[src/rtl/sct_pkg.sv]
// Shared definitions for the smart-card transmitter.
// Assumes characters of one start bit, DATA_W data bits and one parity bit.
package sct_pkg;
    typedef enum logic [1:0] {
        ST_IDLE,
        ST_SEND,
        ST_GUARD,
        ST_RECOVER
    } sct_state_e;

    // Number of consecutive high ETUs needed before a resend.
    localparam int QUIET_ETUS = 2;
endpackage

[src/rtl/sct_sync2.sv]
// Two-flop synchronizer for the asynchronous I/O line level.
// Assumes the line idles at RST_VAL so reset causes no false edge.
module sct_sync2 #(
    parameter logic RST_VAL = 1'b1
) (
    input  logic clk,
    input  logic rst_n,
    input  logic d_async,
    output logic q_sync
);
    logic meta_q;

    // Shift the raw level through two flops.
    always_ff @(posedge clk) begin
        if (!rst_n) begin
            meta_q <= RST_VAL;
            q_sync <= RST_VAL;
        end else begin
            meta_q <= d_async;
            q_sync <= meta_q;
        end
    end
endmodule

[src/rtl/sct_etu_timer.sv]
// Elementary-time-unit timer: counts div clock cycles per unit.
// Gives a pulse at the unit centre and at its last cycle.
// Assumes div >= 8 and stays stable while run is 1.
module sct_etu_timer #(
    parameter int DIV_W = 12
) (
    input  logic             clk,
    input  logic             rst_n,
    input  logic             restart,
    input  logic             run,
    input  logic [DIV_W-1:0] div,
    output logic             etu_mid,
    output logic             etu_last
);
    logic [DIV_W-1:0] cnt_q;

    assign etu_mid  = run && (cnt_q == (div >> 1));
    assign etu_last = run && (cnt_q == div - 1'b1);

    // Cycle counter within the current unit.
    always_ff @(posedge clk) begin
        if (!rst_n || restart) begin
            cnt_q <= '0;
        end else if (run) begin
            cnt_q <= etu_last ? '0 : cnt_q + 1'b1;
        end
    end
endmodule

[src/rtl/sct_frame_fsm.sv]
// Character sequencer: shifts out start, data and parity bits, releases
// the line for two guard units, and samples the error signal in the first
// one. After an error it waits for a quiet line, then reloads load_data
// and sends again.
// Assumes load_data holds the byte for the whole transfer, including retries.
module sct_frame_fsm
    import sct_pkg::*;
#(
    parameter int DATA_W = 8
) (
    input  logic              clk,
    input  logic              rst_n,
    input  logic              start,
    input  logic [DATA_W-1:0] load_data,
    input  logic              etu_mid,
    input  logic              etu_last,
    input  logic              line_s,
    output logic              busy,
    output logic              drive_low,
    output logic              err_seen,
    output logic              frame_ok
);
    localparam int PAR_IDX = DATA_W + 1;
    localparam int G0_IDX  = DATA_W + 2;
    localparam int G1_IDX  = DATA_W + 3;
    localparam int IDX_W   = $clog2(G1_IDX + 1);

    sct_state_e       state_q;
    logic [IDX_W-1:0] bit_idx_q;
    logic [DATA_W:0]  shreg_q;
    logic             err_hit_q;
    logic [1:0]       hi_cnt_q;
    logic             resend;

    assign busy     = (state_q != ST_IDLE);
    assign err_seen = (state_q == ST_GUARD) && etu_mid &&
                      (bit_idx_q == IDX_W'(G0_IDX)) && !line_s;
    assign frame_ok = (state_q == ST_GUARD) && etu_last &&
                      (bit_idx_q == IDX_W'(G1_IDX)) && !err_hit_q;
    assign resend   = (state_q == ST_RECOVER) && etu_last &&
                      (hi_cnt_q == 2'(QUIET_ETUS));

    // Character state machine and bit shifter.
    always_ff @(posedge clk) begin
        if (!rst_n) begin
            state_q   <= ST_IDLE;
            bit_idx_q <= '0;
            shreg_q   <= '0;
            err_hit_q <= 1'b0;
            hi_cnt_q  <= '0;
            drive_low <= 1'b0;
        end else begin
            case (state_q)
                ST_IDLE: begin
                    if (start) begin
                        shreg_q   <= {^load_data, load_data};
                        bit_idx_q <= '0;
                        drive_low <= 1'b1;
                        err_hit_q <= 1'b0;
                        state_q   <= ST_SEND;
                    end
                end
                ST_SEND: begin
                    if (etu_last) begin
                        if (bit_idx_q == IDX_W'(PAR_IDX)) begin
                            drive_low <= 1'b0;
                            bit_idx_q <= IDX_W'(G0_IDX);
                            state_q   <= ST_GUARD;
                        end else begin
                            drive_low <= ~shreg_q[0];
                            shreg_q   <= shreg_q >> 1;
                            bit_idx_q <= bit_idx_q + 1'b1;
                        end
                    end
                end
                ST_GUARD: begin
                    if (err_seen) begin
                        err_hit_q <= 1'b1;
                    end
                    if (etu_last) begin
                        if (bit_idx_q == IDX_W'(G0_IDX)) begin
                            bit_idx_q <= IDX_W'(G1_IDX);
                        end else if (err_hit_q) begin
                            hi_cnt_q <= '0;
                            state_q  <= ST_RECOVER;
                        end else begin
                            state_q <= ST_IDLE;
                        end
                    end
                end
                ST_RECOVER: begin
                    if (etu_mid) begin
                        if (!line_s) begin
                            hi_cnt_q <= '0;
                        end else if (hi_cnt_q != 2'(QUIET_ETUS)) begin
                            hi_cnt_q <= hi_cnt_q + 1'b1;
                        end
                    end
                    if (resend) begin
                        shreg_q   <= {^load_data, load_data};
                        bit_idx_q <= '0;
                        drive_low <= 1'b1;
                        err_hit_q <= 1'b0;
                        state_q   <= ST_SEND;
                    end
                end
                default: state_q <= ST_IDLE;
            endcase
        end
    end
endmodule

[src/rtl/sc_tx_retry.sv]
// Smart-card transmitter top: holding register, status flags, interrupt
// gating, ETU timer, line synchronizer and character sequencer.
// Assumes etu_div >= 8 and is changed only while tx_end is 1.
module sc_tx_retry #(
    parameter int DIV_W  = 12,
    parameter int DATA_W = 8
) (
    input  logic              clk,
    input  logic              rst_n,
    input  logic [DIV_W-1:0]  etu_div,
    input  logic              wr_en,
    input  logic [DATA_W-1:0] wr_data,
    input  logic              err_clr,
    input  logic              tx_ie,
    input  logic              err_ie,
    input  logic              io_in,
    output logic              io_drive_low,
    output logic              hold_empty,
    output logic              tx_end,
    output logic              err_flag,
    output logic              tx_irq,
    output logic              err_irq
);
    logic [DATA_W-1:0] hold_q;
    logic              accept;
    logic              line_s;
    logic              busy;
    logic              etu_mid;
    logic              etu_last;
    logic              err_seen;
    logic              frame_ok;
    logic [DATA_W-1:0] load_data;

    assign accept    = wr_en && hold_empty;
    assign load_data = hold_empty ? wr_data : hold_q;
    assign tx_irq    = tx_end && tx_ie;
    assign err_irq   = err_flag && err_ie;

    sct_sync2 #(.RST_VAL(1'b1)) u_sync (
        .clk     (clk),
        .rst_n   (rst_n),
        .d_async (io_in),
        .q_sync  (line_s)
    );

    sct_etu_timer #(.DIV_W(DIV_W)) u_timer (
        .clk      (clk),
        .rst_n    (rst_n),
        .restart  (accept),
        .run      (busy),
        .div      (etu_div),
        .etu_mid  (etu_mid),
        .etu_last (etu_last)
    );

    sct_frame_fsm #(.DATA_W(DATA_W)) u_fsm (
        .clk       (clk),
        .rst_n     (rst_n),
        .start     (accept),
        .load_data (load_data),
        .etu_mid   (etu_mid),
        .etu_last  (etu_last),
        .line_s    (line_s),
        .busy      (busy),
        .drive_low (io_drive_low),
        .err_seen  (err_seen),
        .frame_ok  (frame_ok)
    );

    // Holding register and the paired empty / end flags.
    always_ff @(posedge clk) begin
        if (!rst_n) begin
            hold_q     <= '0;
            hold_empty <= 1'b1;
            tx_end     <= 1'b1;
        end else if (accept) begin
            hold_q     <= wr_data;
            hold_empty <= 1'b0;
            tx_end     <= 1'b0;
        end else if (frame_ok) begin
            hold_empty <= 1'b1;
            tx_end     <= 1'b1;
        end
    end

    // Sticky error flag, cleared only by software.
    always_ff @(posedge clk) begin
        if (!rst_n) begin
            err_flag <= 1'b0;
        end else if (err_seen) begin
            err_flag <= 1'b1;
        end else if (err_clr) begin
            err_flag <= 1'b0;
        end
    end
endmodule

[config.mk]
export PLATFORM = sky130hd
export DESIGN_NAME = sc_tx_retry
export DESIGN_NICKNAME = d
export VERILOG_FILES = /design/src/rtl/sct_pkg.sv /design/src/rtl/sct_sync2.sv /design/src/rtl/sct_etu_timer.sv /design/src/rtl/sct_frame_fsm.sv /design/src/rtl/sc_tx_retry.sv
export SDC_FILE = /design/constraint.sdc
export NUM_CORES = 1
export LEC_CHECK = 0
export CORE_UTILIZATION = 40
export CTS_CLUSTER_DIAMETER = 80
export DETAILED_ROUTE_END_ITERATION = 7
export HOLD_SLACK_MARGIN = 0.06
export PLACE_DENSITY = 0.64
export SYNTH_ARGS = -nofsm -noshare
export SYNTH_HDL_FRONTEND = slang
export SYNTH_SLANG_ARGS = --single-unit
[constraint.sdc]
create_clock -name clk -period 7.9 [get_ports clk]
set_clock_uncertainty 0.2 [all_clocks]
set_input_delay 1.185 -clock clk [delete_from_list [all_inputs] [get_ports clk]]
set_output_delay 1.185 -clock clk [all_outputs]
set_load 0.02 [all_outputs]
==> run summary <==
OUTCOME
-----------------------------------------------------------------------------------------
Run status                                                                   complete, no violations

GRT
-----------------------------------------------------------------------------------------
First-pass GRT wire length                                                       10.25 mm
GR Util All Layers                                                                 17.11%
Global routing's busiest layer                                                       met2
Number of antenna violations at the first check in global routing                       0
Via count of the first global-routing pass                                           2140
Fraction of met1 tracks used by global routing                                     24.71%
Grt total ovfl                                                                          0
Met3 usage in global routing                                                       3.429%
Met2 global-route usage                                                            26.41%
Pin count of the biggest net entering global routing                                   45

CRITICAL PATH
-----------------------------------------------------------------------------------------
R2R cell count                                                                          8
Slowest stage cell, crit path                                                sky130_fd_sc_hd__clkdlybuf4s50_1
FF-to-FF End                                                                 u_fsm.shreg_q[8]
CP endpoint kind                                                                     flop
Critical path fanouts, max                                                             12
WS Path Type                                                                       in2reg
Worst reg2reg setup slack                                                         4720 ps
Biggest cell delay along the critical path                                         600 ps
Chain of cells forming the critical path                                     clkdlybuf4s50_1, inv_1, ha_1, or2_1, a2111oi_2, a21oi_1, o31a_1, a221oi_4, a21oi_2, a311o_2, a32o_1
CP Launch Type                                                               primary input
Arrival time reported for the critical path endpoint                              4580 ps
Worst reg2reg path startpoint                                                u_timer.cnt_q[10]
Required arrival time at the worst endpoint                                       7900 ps

POWER
-----------------------------------------------------------------------------------------
Worst ir drop on vdd                                                         0.00009483 V
Pwr/cell area                                                                182.0 nW/µm²
Leak pwr                                                                         1.196 nW

WORST HOLD PATH
-----------------------------------------------------------------------------------------
Number of cells traversed by the worst hold path                                        1
Hold endpoint                                                                u_sync.q_sync
Beginning of the worst hold path                                             u_sync.meta_q
Worst min path class                                                              reg2reg

SYNTHESIS
-----------------------------------------------------------------------------------------
Yosys reg bits                                                                         43
Synth Net Count                                                                       392
Summed instance area of the synthesized netlist                                  2875 µm²
Post-Synthesis Cells                                                                  355
Library cell with the largest summed area after synthesis                    sky130_fd_sc_hd__dfxtp_1
Warnings, synthesis                                                                     0
Predominant post-synthesis flop cell                                         sky130_fd_sc_hd__dfxtp_1
Top area cells in the synthesized netlist                                    sky130_fd_sc_hd__dfxtp_1 30%, sky130_fd_sc_hd__xnor2_1 10%, sky130_fd_sc_hd__nand2_1 8.0%
Area share of the largest cell type after synthesis                                29.94%
Number of enable flip-flop cells after synthesis                                        0
Proportion of register bits with asynchronous set or reset after synthesis             0%
Number of distinct library cells after synthesis                                       56
Average footprint of a synthesized cell                                         8.099 µm²
Part of the Yosys area used for sequential elements                                29.94%

FLOORPLANNING
-----------------------------------------------------------------------------------------
Starting Density                                                                   41.86%
Top-Level Pins                                                                         33
FP Rows                                                                                30
Total die area                                                                   7531 µm²
Height of the chip                                                               86.78 µm
Core area                                                                        6869 µm²
Horiz. Die Dim                                                                   86.78 µm

DRT
-----------------------------------------------------------------------------------------
TritonRoute pass-1 iters                                                                4
Total number of vias                                                                 2380
Detailed Route WL                                                                6.029 mm
Mean routed wirelength per cell                                                  12.97 µm
Initial DRC count                                                                     134
Antenna-violating nets left                                                             0
Total DRC errors in the routed layout                                                   0
Avg Vias per Cell                                                                   5.118

CLOCK NETWORK
-----------------------------------------------------------------------------------------
Number of buffers inserted to repair setup after CTS                                    0
CTS buffer count                                                                        5
H-tree depth                                                                            2
Maximum root-to-sink buffer count                                                       2
CTS tree                                                                             done
Hold buffer count at CTS                                                                0
CTS Root Buffer Type                                                         sky130_fd_sc_hd__clkbuf_8
Sink count of the clock tree                                                           43
Register clock-pin slew on the reported worst setup and hold paths                  90 ps
Insertion delay to the later sink of the worst-skew pair                           300 ps
Number of gates given a new drive strength after cts                                    0

FINAL LAYOUT
-----------------------------------------------------------------------------------------
Net count reported at finish                                                          405
Ant. Diodes                                                                             0
Share of cells above drive strength 1                                              4.878%
Leading cell type in the layout, fill and taps excluded                      sky130_fd_sc_hd__nand2_1
Highest-count cells in the layout ignoring fill and taps                     61 x sky130_fd_sc_hd__nand2_1, 43 x sky130_fd_sc_hd__dfxtp_1, 33 x sky130_fd_sc_hd__xnor2_1
Area added between synthesis and finish                                            14.40%

PLACE
-----------------------------------------------------------------------------------------
Dpl hpwl                                                                         4.526 mm
Placement-stage worst setup slack                                                 3007 ps
Final weighted congestion in routability-driven placement                          0.8880
Buffers on Ports                                                                       32

STA
-----------------------------------------------------------------------------------------
Number of failing hold endpoints at the final stage                                     0
Slew at the pin closest to its max-slew limit                                    663.9 ps
Final period utilization                                                           58.00%
Time the worst path needs with I/O delays and setup                               4582 ps
Unrepaired setup endpoints after global routing                                        no
WHS                                                                              245.7 ps
Max-slew violation total from the final report                                          0
Final Setup Violations                                                                  0
Achievable clock frequency                                                     0.2183 GHz
Relative slew margins                                                              55.68%
Setup total negative slack                                                           0 ps
Worst path setup slack after routing                                              3318 ps

JOB
-----------------------------------------------------------------------------------------
Max-cap violation count                                                                 0

## flip-flops by register name (all words and copies together) (netlist names), 2 cells and up
register / cells
u_timer.cnt_q: 12
u_fsm.shreg_q: 9
hold_q: 8
u_fsm.bit_idx_q: 4
u_fsm.hi_cnt_q: 2
u_fsm.state_q: 2
## routing by layer
layer  share of wire (%)  vias up
met5                   0        -
met4                0.38        0
met3                 5.3        2
met2                  43       56
met1                  51     1081
li1                    -     1241
## stage by stage
stage	total power [mW]	instances	utilization, %	instance area, µm²
2_1_floorplan	0.4134	355	-	2875
3_3_place_gp	0.4512	457	46.45	3191
3_5_place_dp	0.4552	457	46.45	3191
4_1_cts	0.6042	465	47.89	3289
5_1_grt	0.6387	465	47.89	3289
6_report	0.5986	465	47.89	3289
## worst max-delay path, delay by kind of cell
family	cells	cell delay, ps
AOI/OAI and AO/OA	7	2140
adders and majority gates	1	300
and+or+nand+nor	1	250
buffers and inverters	2	680
## Yosys cell counts (2+ instances only)
master / n
sky130_fd_sc_hd__buf_2: 3
sky130_fd_sc_hd__o211ai_1: 9
sky130_fd_sc_hd__nor3b_1: 2
sky130_fd_sc_hd__a21boi_0: 13
sky130_fd_sc_hd__nand4_1: 4
sky130_fd_sc_hd__or4b_1: 2
sky130_fd_sc_hd__mux2i_1: 18
sky130_fd_sc_hd__dfxtp_1: 43
sky130_fd_sc_hd__nand2b_1: 6
sky130_fd_sc_hd__clkbuf_1: 18
sky130_fd_sc_hd__nor2_1: 25
sky130_fd_sc_hd__or3_1: 3
sky130_fd_sc_hd__a21boi_1: 2
sky130_fd_sc_hd__and3_1: 4
sky130_fd_sc_hd__a21oi_1: 12
sky130_fd_sc_hd__nor4_1: 4
sky130_fd_sc_hd__and2_1: 4
sky130_fd_sc_hd__o21ai_0: 6
sky130_fd_sc_hd__buf_6: 3
sky130_fd_sc_hd__o31a_1: 2
sky130_fd_sc_hd__inv_1: 10
sky130_fd_sc_hd__a31oi_1: 2
sky130_fd_sc_hd__xor2_1: 8
sky130_fd_sc_hd__nand3_1: 8
sky130_fd_sc_hd__nor3_1: 7
sky130_fd_sc_hd__nor2b_1: 5
sky130_fd_sc_hd__xnor2_1: 33
sky130_fd_sc_hd__nand2_1: 61
sky130_fd_sc_hd__ha_1: 10
sky130_fd_sc_hd__nand4b_1: 2
## how the worst max path moves through the flow
stage	from	endpoint	slack [ps]	cells after the start
global placement	etu_div[0]	u_fsm.shreg_q[8]	3110	11
CTS	etu_div[0]	u_fsm.shreg_q[8]	3330	11
global route	etu_div[0]	u_fsm.shreg_q[8]	3180	11
finish	etu_div[0]	u_fsm.shreg_q[8]	3320	11
floorplan	etu_div[0]	u_fsm.shreg_q[8]	3970	12
detailed placement	etu_div[0]	u_fsm.shreg_q[8]	3010	11
## cell type report
| cell class | count | area (µm²) |
|---|---|---|
| clock buffers | 6 | 82.58 |
| clock inverters | 2 | 16.27 |
| fillers | 645 | 3580 |
| inverters | 10 | 37.54 |
| multi-input cells | 275 | 1844 |
| flip-flops and latches | 43 | 860.8 |
| well taps | 96 | 120.1 |
| repair buffers | 33 | 327.8 |
## where the power goes
| part | internal (mW) | total, mW | switching (mW) |
|---|---|---|---|
| combinational | 0.0868 | 0.193 | 0.106 |
| sequential | 0.240 | 0.257 | 0.0168 |
| clock | 0.0714 | 0.149 | 0.0772 |
| total | 0.398 | 0.599 | 0.200 |
## logic make-up after synthesis
group / after synthesis / synth area share (%)
AO/OA/AOI/OAI: 59 / 15.45
adder cells (fa/ha/maj): 10 / 4.352
buffers and inverters: 37 / 5.918
multiplexers: 18 / 6.266
XOR/XNOR: 41 / 12.49
AND/OR/NAND/NOR: 147 / 25.59
flip-flops: 43 / 29.94
(Power assumes the default switching activity.)
